$ cat config.mk
export PLATFORM = sky130hd
export DESIGN_NAME = mbx_filter_arb
export DESIGN_NICKNAME = d
export VERILOG_FILES = /design/src/rtl/mbx_pkg.sv /design/src/rtl/mbx_match.sv /design/src/rtl/mbx_pick_low.sv /design/src/rtl/mbx_prio_arb.sv /design/src/rtl/mbx_slot.sv /design/src/rtl/mbx_filter_arb.sv
export SDC_FILE = /design/constraint.sdc
export NUM_CORES = 2
export LEC_CHECK = 0
export ABC_AREA = 1
export BUFFER_PORTS_ARGS = -buffer_cell sky130_fd_sc_hd__buf_2
export CAP_MARGIN = 15
export CORE_MARGIN = 10
export CORE_UTILIZATION = 30
export DETAILED_ROUTE_END_ITERATION = 8
export GPL_TIMING_DRIVEN = 0
export PLACE_DENSITY_LB_ADDON = 0.3
export REMOVE_ABC_BUFFERS = 1
export SLEW_MARGIN = 10
export SYNTH_ARGS = -nofsm -noshare
export SYNTH_HDL_FRONTEND = slang
export SYNTH_SLANG_ARGS = --single-unit
$ cat constraint.sdc
create_clock -name clk -period 14.2 [get_ports clk]
set_clock_uncertainty 0.05 [all_clocks]
set_input_delay 0.71 -clock clk [delete_from_list [all_inputs] [get_ports clk]]
set_output_delay 0.71 -clock clk [all_outputs]
set_load 0.02 [all_outputs]
$ cat src/rtl/mbx_pkg.sv
`timescale 1ns/1ps
package mbx_pkg;
   typedef enum logic {
      ROLE_RX = 1'b0,
      ROLE_TX = 1'b1
   } role_e;

   // acceptance test shared by the match generators
   function automatic logic id_accept(input logic [63:0] frame_id,
                                      input logic [63:0] slot_id,
                                      input logic [63:0] mask,
                                      input logic frame_ide,
                                      input logic slot_ide);
      return (((frame_id ^ slot_id) & ~mask) == 64'd0) && (frame_ide == slot_ide);
   endfunction
endpackage

$ cat src/rtl/mbx_match.sv
`timescale 1ns/1ps
module mbx_match #(
   parameter int NUM_SLOTS = 15,
   parameter int ID_W      = 29,
   parameter bit HAS_BASIC = 1'b1
) (
   input  logic [NUM_SLOTS-1:0][ID_W-1:0] slot_id,
   input  logic [NUM_SLOTS-1:0]           slot_ide,
   input  logic [NUM_SLOTS-1:0]           slot_en,
   input  logic [ID_W-1:0]                mask_main,
   input  logic [ID_W-1:0]                mask_basic,
   input  logic [ID_W-1:0]                f_id,
   input  logic                           f_ide,
   output logic [NUM_SLOTS-1:0]           hit
);
   import mbx_pkg::*;

   localparam int LAST = NUM_SLOTS - 1;

   if (ID_W > 64) begin : g_bad_w
      $error("mbx_match: ID_W above 64 is not supported");
   end

   for (genvar g = 0; g < NUM_SLOTS; g++) begin : g_slot
      logic [ID_W-1:0] msk;
      if (HAS_BASIC && g == LAST) begin : g_basic
         assign msk = mask_basic;
      end else begin : g_main
         assign msk = mask_main;
      end
      assign hit[g] = slot_en[g] &&
                      id_accept(64'(f_id), 64'(slot_id[g]), 64'(msk), f_ide, slot_ide[g]);
   end
endmodule

$ cat src/rtl/mbx_pick_low.sv
`timescale 1ns/1ps
module mbx_pick_low #(
   parameter int N = 15,
   localparam int W = (N > 1) ? $clog2(N) : 1
) (
   input  logic [N-1:0] vec,
   output logic         any,
   output logic [W-1:0] idx
);
   always_comb begin
      any = 1'b0;
      idx = '0;
      for (int i = N - 1; i >= 0; i--) begin
         if (vec[i]) begin
            any = 1'b1;
            idx = W'(i);
         end
      end
   end
endmodule

$ cat src/rtl/mbx_prio_arb.sv
`timescale 1ns/1ps
module mbx_prio_arb #(
   parameter int N      = 15,
   parameter int PRIO_W = 4,
   localparam int W = (N > 1) ? $clog2(N) : 1
) (
   input  logic [N-1:0]             req,
   input  logic [N-1:0][PRIO_W-1:0] prio,
   output logic                     gnt_valid,
   output logic [W-1:0]             gnt_idx
);
   logic [PRIO_W-1:0] best;

   always_comb begin
      gnt_valid = 1'b0;
      gnt_idx   = '0;
      best      = '0;
      for (int i = 0; i < N; i++) begin
         if (req[i] && (!gnt_valid || prio[i] > best)) begin
            gnt_valid = 1'b1;
            gnt_idx   = W'(i);
            best      = prio[i];
         end
      end
   end
endmodule

$ cat src/rtl/mbx_slot.sv
`timescale 1ns/1ps
module mbx_slot #(
   parameter int ID_W   = 29,
   parameter int PRIO_W = 4
) (
   input  logic              clk,
   input  logic              rst_n,
   input  logic              wr,
   input  logic              wr_tx,
   input  logic [ID_W-1:0]   wr_id,
   input  logic              wr_ide,
   input  logic              wr_rreq,
   input  logic [PRIO_W-1:0] wr_prio,
   input  logic              wr_reply,
   input  logic              set_req,
   input  logic              clr_rd,
   input  logic              store,
   input  logic              reply_set,
   input  logic              sent,
   output logic              is_tx,
   output logic [ID_W-1:0]   s_id,
   output logic              s_ide,
   output logic              s_rreq,
   output logic [PRIO_W-1:0] s_prio,
   output logic              s_reply,
   output logic              s_pend,
   output logic              s_full,
   output logic              s_ovr
);
   import mbx_pkg::*;

   role_e role_q;
   assign is_tx = (role_q == ROLE_TX);

   always_ff @(posedge clk or negedge rst_n) begin
      if (!rst_n) begin
         role_q  <= ROLE_RX;
         s_id    <= '0;
         s_ide   <= 1'b0;
         s_rreq  <= 1'b0;
         s_prio  <= '0;
         s_reply <= 1'b0;
         s_pend  <= 1'b0;
         s_full  <= 1'b0;
         s_ovr   <= 1'b0;
      end else if (wr) begin
         role_q  <= wr_tx ? ROLE_TX : ROLE_RX;
         s_id    <= wr_id;
         s_ide   <= wr_ide;
         s_rreq  <= wr_rreq;
         s_prio  <= wr_prio;
         s_reply <= wr_reply;
         s_pend  <= 1'b0;
         s_full  <= 1'b0;
         s_ovr   <= 1'b0;
      end else begin
         if (store && s_full && !clr_rd) s_ovr <= 1'b1;
         if (store)       s_full <= 1'b1;
         else if (clr_rd) s_full <= 1'b0;
         if (sent && s_rreq) begin
            role_q <= ROLE_RX;
            s_pend <= 1'b0;
         end else if ((set_req && is_tx) || reply_set) begin
            s_pend <= 1'b1;
         end else if (sent) begin
            s_pend <= 1'b0;
         end
      end
   end

   AST_STORE_FULL: assert property (@(posedge clk) disable iff (!rst_n)
      store && !wr |=> s_full) else $error("store lost");
   AST_OVR_STICKY: assert property (@(posedge clk) disable iff (!rst_n)
      s_ovr && !wr |=> s_ovr) else $error("overrun dropped");
   AST_RX_REQ_IGNORED: assert property (@(posedge clk) disable iff (!rst_n)
      !is_tx && !s_pend && !wr && !reply_set |=> !s_pend) else $error("rx slot pending");
   AST_SENT_CLEARS: assert property (@(posedge clk) disable iff (!rst_n)
      sent && !wr && !(set_req && is_tx) && !reply_set |=> !s_pend) else $error("pend kept");
   AST_RREQ_SWITCH: assert property (@(posedge clk) disable iff (!rst_n)
      sent && s_rreq && !wr |=> !is_tx) else $error("no role switch");
endmodule

$ cat src/rtl/mbx_filter_arb.sv
`timescale 1ns/1ps
module mbx_filter_arb #(
   parameter int NUM_SLOTS = 15,
   parameter int ID_W      = 29,
   parameter int PRIO_W    = 4,
   parameter bit HAS_BASIC = 1'b1,
   localparam int SLOT_W   = $clog2(NUM_SLOTS)
) (
   input  logic                 clk,
   input  logic                 rst_n,
   input  logic                 cfg_we,
   input  logic [SLOT_W-1:0]    cfg_idx,
   input  logic                 cfg_tx,
   input  logic [ID_W-1:0]      cfg_id,
   input  logic                 cfg_ide,
   input  logic                 cfg_rreq,
   input  logic [PRIO_W-1:0]    cfg_prio,
   input  logic                 cfg_reply,
   input  logic [ID_W-1:0]      mask_main,
   input  logic [ID_W-1:0]      mask_basic,
   input  logic [NUM_SLOTS-1:0] tx_req,
   input  logic [NUM_SLOTS-1:0] rd_clr,
   input  logic                 rx_valid,
   input  logic [ID_W-1:0]      rx_id,
   input  logic                 rx_ide,
   input  logic                 rx_rtr,
   input  logic                 tx_done,
   output logic                 rx_hit,
   output logic [SLOT_W-1:0]    rx_slot,
   output logic                 tx_valid,
   output logic [SLOT_W-1:0]    tx_slot,
   output logic [NUM_SLOTS-1:0] role_tx,
   output logic [NUM_SLOTS-1:0] pend,
   output logic [NUM_SLOTS-1:0] full,
   output logic [NUM_SLOTS-1:0] ovr
);
   localparam int LAST = NUM_SLOTS - 1;

   if (NUM_SLOTS < 2 || NUM_SLOTS > 64) begin : g_bad_n
      $error("mbx_filter_arb: NUM_SLOTS must be 2..64");
   end
   if (ID_W < 11 || ID_W > 64) begin : g_bad_id
      $error("mbx_filter_arb: ID_W must be 11..64");
   end
   if (PRIO_W < 1) begin : g_bad_p
      $error("mbx_filter_arb: PRIO_W must be positive");
   end

   logic [NUM_SLOTS-1:0][ID_W-1:0]   s_id;
   logic [NUM_SLOTS-1:0][PRIO_W-1:0] s_prio;
   logic [NUM_SLOTS-1:0]             s_ide, s_rreq, s_reply;
   logic [NUM_SLOTS-1:0]             data_match, reply_match, reply_en;
   logic                             data_any, reply_any, rx_data, reply_go;
   logic [SLOT_W-1:0]                data_idx, reply_idx;

   assign reply_en = role_tx & s_reply & ~s_rreq;

   mbx_match #(.NUM_SLOTS(NUM_SLOTS), .ID_W(ID_W), .HAS_BASIC(HAS_BASIC)) u_match_rx (
      .slot_id(s_id), .slot_ide(s_ide), .slot_en(~role_tx),
      .mask_main(mask_main), .mask_basic(mask_basic),
      .f_id(rx_id), .f_ide(rx_ide), .hit(data_match));

   mbx_match #(.NUM_SLOTS(NUM_SLOTS), .ID_W(ID_W), .HAS_BASIC(HAS_BASIC)) u_match_rep (
      .slot_id(s_id), .slot_ide(s_ide), .slot_en(reply_en),
      .mask_main(mask_main), .mask_basic(mask_basic),
      .f_id(rx_id), .f_ide(rx_ide), .hit(reply_match));

   mbx_pick_low #(.N(NUM_SLOTS)) u_pick_rx (
      .vec(data_match), .any(data_any), .idx(data_idx));

   mbx_pick_low #(.N(NUM_SLOTS)) u_pick_rep (
      .vec(reply_match), .any(reply_any), .idx(reply_idx));

   mbx_prio_arb #(.N(NUM_SLOTS), .PRIO_W(PRIO_W)) u_arb (
      .req(pend & role_tx), .prio(s_prio), .gnt_valid(tx_valid), .gnt_idx(tx_slot));

   assign reply_go = rx_valid && rx_rtr && reply_any;
   assign rx_data  = rx_valid && !reply_go;
   assign rx_hit   = rx_data && data_any;
   assign rx_slot  = data_idx;

   for (genvar g = 0; g < NUM_SLOTS; g++) begin : g_slot
      logic wr_g, store_g, rep_g, sent_g;
      assign wr_g    = cfg_we && (cfg_idx == SLOT_W'(g));
      assign store_g = rx_hit && (rx_slot == SLOT_W'(g));
      assign rep_g   = reply_go && (reply_idx == SLOT_W'(g));
      assign sent_g  = tx_done && tx_valid && (tx_slot == SLOT_W'(g));

      mbx_slot #(.ID_W(ID_W), .PRIO_W(PRIO_W)) u_slot (
         .clk(clk), .rst_n(rst_n),
         .wr(wr_g), .wr_tx(cfg_tx), .wr_id(cfg_id), .wr_ide(cfg_ide),
         .wr_rreq(cfg_rreq), .wr_prio(cfg_prio), .wr_reply(cfg_reply),
         .set_req(tx_req[g]), .clr_rd(rd_clr[g]), .store(store_g),
         .reply_set(rep_g), .sent(sent_g),
         .is_tx(role_tx[g]), .s_id(s_id[g]), .s_ide(s_ide[g]), .s_rreq(s_rreq[g]),
         .s_prio(s_prio[g]), .s_reply(s_reply[g]),
         .s_pend(pend[g]), .s_full(full[g]), .s_ovr(ovr[g]));
   end

   AST_RX_ONLY_RX_SLOT: assert property (@(posedge clk) disable iff (!rst_n)
      rx_hit |-> !role_tx[rx_slot]) else $error("frame to tx slot");
   AST_BASIC_LAST: assert property (@(posedge clk) disable iff (!rst_n)
      rx_hit && rx_slot == SLOT_W'(LAST) |-> data_match[LAST-1:0] == '0) else $error("basic early");
   AST_GRANT_PENDING: assert property (@(posedge clk) disable iff (!rst_n)
      tx_valid |-> pend[tx_slot] && role_tx[tx_slot]) else $error("bad grant");
   AST_VALID_IFF_PEND: assert property (@(posedge clk) disable iff (!rst_n)
      tx_valid == ((pend & role_tx) != '0)) else $error("tx_valid wrong");
   AST_REPLY_NO_RXHIT: assert property (@(posedge clk) disable iff (!rst_n)
      reply_go |-> !rx_hit) else $error("remote frame stored twice");
   AST_RESET_IDLE: assert property (@(posedge clk)
      $rose(rst_n) |-> pend == '0 && role_tx == '0) else $error("reset state");
endmodule

==> results.json <==
{
  "status": "complete, but fails checks",
  "failed_checks": "negative setup slack",
  "cp-start-kind": "flip-flop",
  "period_needed_ns": 16.40,
  "die_h_um": 347.8,
  "synth.largest_area_cell": "dfrtp_1",
  "first_pass_iters": 7,
  "path_clk_slew_ns": 0.06,
  "core_sq_um": 106900,
  "grt_usage_pct": 17.71,
  "dpl_cell_area_sq_um": 34260,
  "postRouteAntennaNets": 0,
  "dp_hpwl_um": 75250,
  "setup_viol": 34,
  "relSlewSlack_pct": 17.35,
  "wl_per_cell_um": 19.74,
  "nNetsFinal": 4380,
  "finalWeightedCongestion": 0.8986,
  "ff2ff_path_depth": 145,
  "start_util_pct": 30.15,
  "slew_viol_final": 0,
  "max_stage_delay_ns": 0.40,
  "vias": 28010,
  "synth_warnings": 0,
  "final_common_cell": "nand2_1",
  "vias_per_cell": 4.977,
  "htreeDepth": 3,
  "final_cell_mix": "nand2_1 (851), o21ai_0 (727), dfrtp_1 (599)",
  "hold_slack_ns": 0.04639,
  "cp.required_ns": 13.44,
  "crit_cells": 140,
  "cts_root_buffer": "clkbuf_16",
  "io_buffer_count": 234,
  "maxCapViolations": 0,
  "first_iter_violations": 2400,
  "post-route-cell-area_sq_um": 38770,
  "grt.overflow.total": 0,
  "insertion_delay_ns": 0.64,
  "drt_wl_total_um": 111100,
  "cpLargestDelayFamily": "simple AND/OR/NAND/NOR gates",
  "setup.worst_path.end_class": "primary output",
  "p_per_area_nw_per_um2": 256.3,
  "die_area_sq_um": 120900,
  "place_ws_ns": -3.701,
  "setup_tns_ns": -54.15,
  "ys_async_sr_fraction_pct": 100.0,
  "synth_seq_cells": 600,
  "fillers": 11100,
  "die_w_um": 347.8,
  "yosys-top-cells-area": "dfrtp_1 (47%), o21ai_0 (12%), nand2_1 (10%)",
  "synth_ff_type": "dfrtp_1",
  "grt_max_degree": 108,
  "area_delta_synth_final_pct": 20.30,
  "rows": 120,
  "cp.buffers_inverters": 22,
  "synth_area_sq_um": 32230,
  "rsz0062_at_grt": "true",
  "antenna_found_initial": 10,
  "ys_types": 57,
  "path_class": "flip-flop to primary output",
  "worst_ir_drop_vdd_uv": 289.5,
  "hold_path.class": "primary input to async pin",
  "ios": 235,
  "period_share_pct": 115.5,
  "synthCells": 4027,
  "setup_ws_ns": -2.201,
  "cts_made_buffers": 73,
  "static-leakage-power_uw": 0.01777,
  "syn_avg_cell_area_sq_um": 8.003,
  "clk_path_buf_depth": 3,
  "ys_seq_area_share_pct": 46.59,
  "worstPathMaxFanout": 8,
  "timing_hold_violations_final": 0,
  "drive_above_1_share_pct": 17.34,
  "synth-edff-count": 0,
  "cts_tree": "done",
  "fmax_ghz": 0.06097,
  "grt_pass1_wl_um": 166600,
  "tightest_slew_ns": 1.209,
  "drc": 0,
  "critPathSlowestCell": "dfrtp_1",
  "first_global_vias": 26390,
  "cts_sinks": 600,
  "final_core_util_pct": 36.27,
  "arrival_ns": 15.64,
  "synth_top_area_share_pct": 46.59
}
-- path summary, 6_finish.rpt --
path / from / to / slack (ns)
setup / recovery: g_slot[0].u_slot.s_pend$_DFFE_PN0P_ / tx_slot[0] / -2.20
hold / removal: rst_n / g_slot[14].u_slot.s_id[10]$_DFFE_PN0P_ / 0.05
setup reg to reg: g_slot[0].u_slot.s_pend$_DFFE_PN0P_ / g_slot[13].u_slot.s_pend$_DFFE_PN0P_ / -1.61
hold reg to reg: g_slot[0].u_slot.s_reply$_DFFE_PN0P_ / g_slot[0].u_slot.s_reply$_DFFE_PN0P_ / 0.44
max in group asynchronous: rst_n / g_slot[0].u_slot.is_tx$_DFFE_PN0P_ / 12.59
min in group clk: cfg_reply / g_slot[13].u_slot.s_reply$_DFFE_PN0P_ / 0.28
-- cells by family after synthesis --
kind of cell,synth area share (%)
adders and majority gates,1.902
DFF,46.59
and+or+nand+nor,18.62
xor gates and xnor gates,6.251
AOI/OAI and AO/OA,19.18
buffers and inverters,7.462
-- state kept, by name, summed over array words and instances (netlist names) --
signal and count:
g_slot.u_slot.is_tx 15, g_slot.u_slot.s_full 15, g_slot.u_slot.s_id 435, g_slot.u_slot.s_ide 15, g_slot.u_slot.s_ovr 15, g_slot.u_slot.s_pend 15, g_slot.u_slot.s_prio 60, g_slot.u_slot.s_reply 15
g_slot.u_slot.s_rreq 15
-- report_power, final --
group	internal, uW	total, uW	switching [uW]	leakage, uW
clock	1110	1880	771	0.00117
sequential	2070	2380	313	0.00761
combinational	2510	5670	3160	0.00898
total	5700	9940	4240	0.0178
-- worst register-to-register path, delay by kind of cell (launching register included) --
family	cells	cell delay [ns]
and+or+nand+nor	77	6.56
DFF	1	0.40
AOI/OAI and AO/OA	32	3.29
buffers and inverters	23	1.89
adders and majority gates	13	3.56
-- layer usage --
layer,vias up,GRT usage (%),part of all wire [%]
met2,711,29.09,47
met3,201,2.691,4.8
li1,13640,-,-
met5,-,0,0.042
met1,13450,22.92,44
met4,8,7.757,4.3
-- synth_stat cells (25+ instances only) --
master and instances:
clkbuf_1 228, nor2_1 284, nand2_1 898, nand4_1 61, inv_1 228, o21ai_0 764, nand2_2 30, o22ai_1 66
nand3_1 83, dfrtp_1 600, a2111oi_0 25, ha_1 49, a21oi_1 210, xnor2_1 217, buf_4 61
-- final cells by class --
cell class              count  area [sq um]  share of cell area (%)
clock buffers             109          2123                   5.477
repair buffers            371          2643                   6.816
multi-input cells        2862         15950                   41.15
well taps                1403          1755                   4.528
clock inverters            22         261.5                  0.6745
diodes                      3         7.507                 0.01936
inverters                 258          1008                   2.601
flip-flops and latches    600         15020                   38.73
-- per-stage QoR --
stage,power (uW),instances
after floorplan,4918,3716
after global placement,5877,5353
after detailed placement,5939,5376
after CTS,9016,5590
after global routing,10640,5626
final,9935,5628
-- timing repair --
action | 4_1_cts | 5_1_grt
endpoints found under the setup margin | 34 | 34
pin swaps | 79 | 86
hold buffers | 0 | 0
setup buffers | 79 | 34
cloned | 4 | 0
gates resized for setup | 175 | 111
No activity file was read; power rests on OpenSTA's default activity.
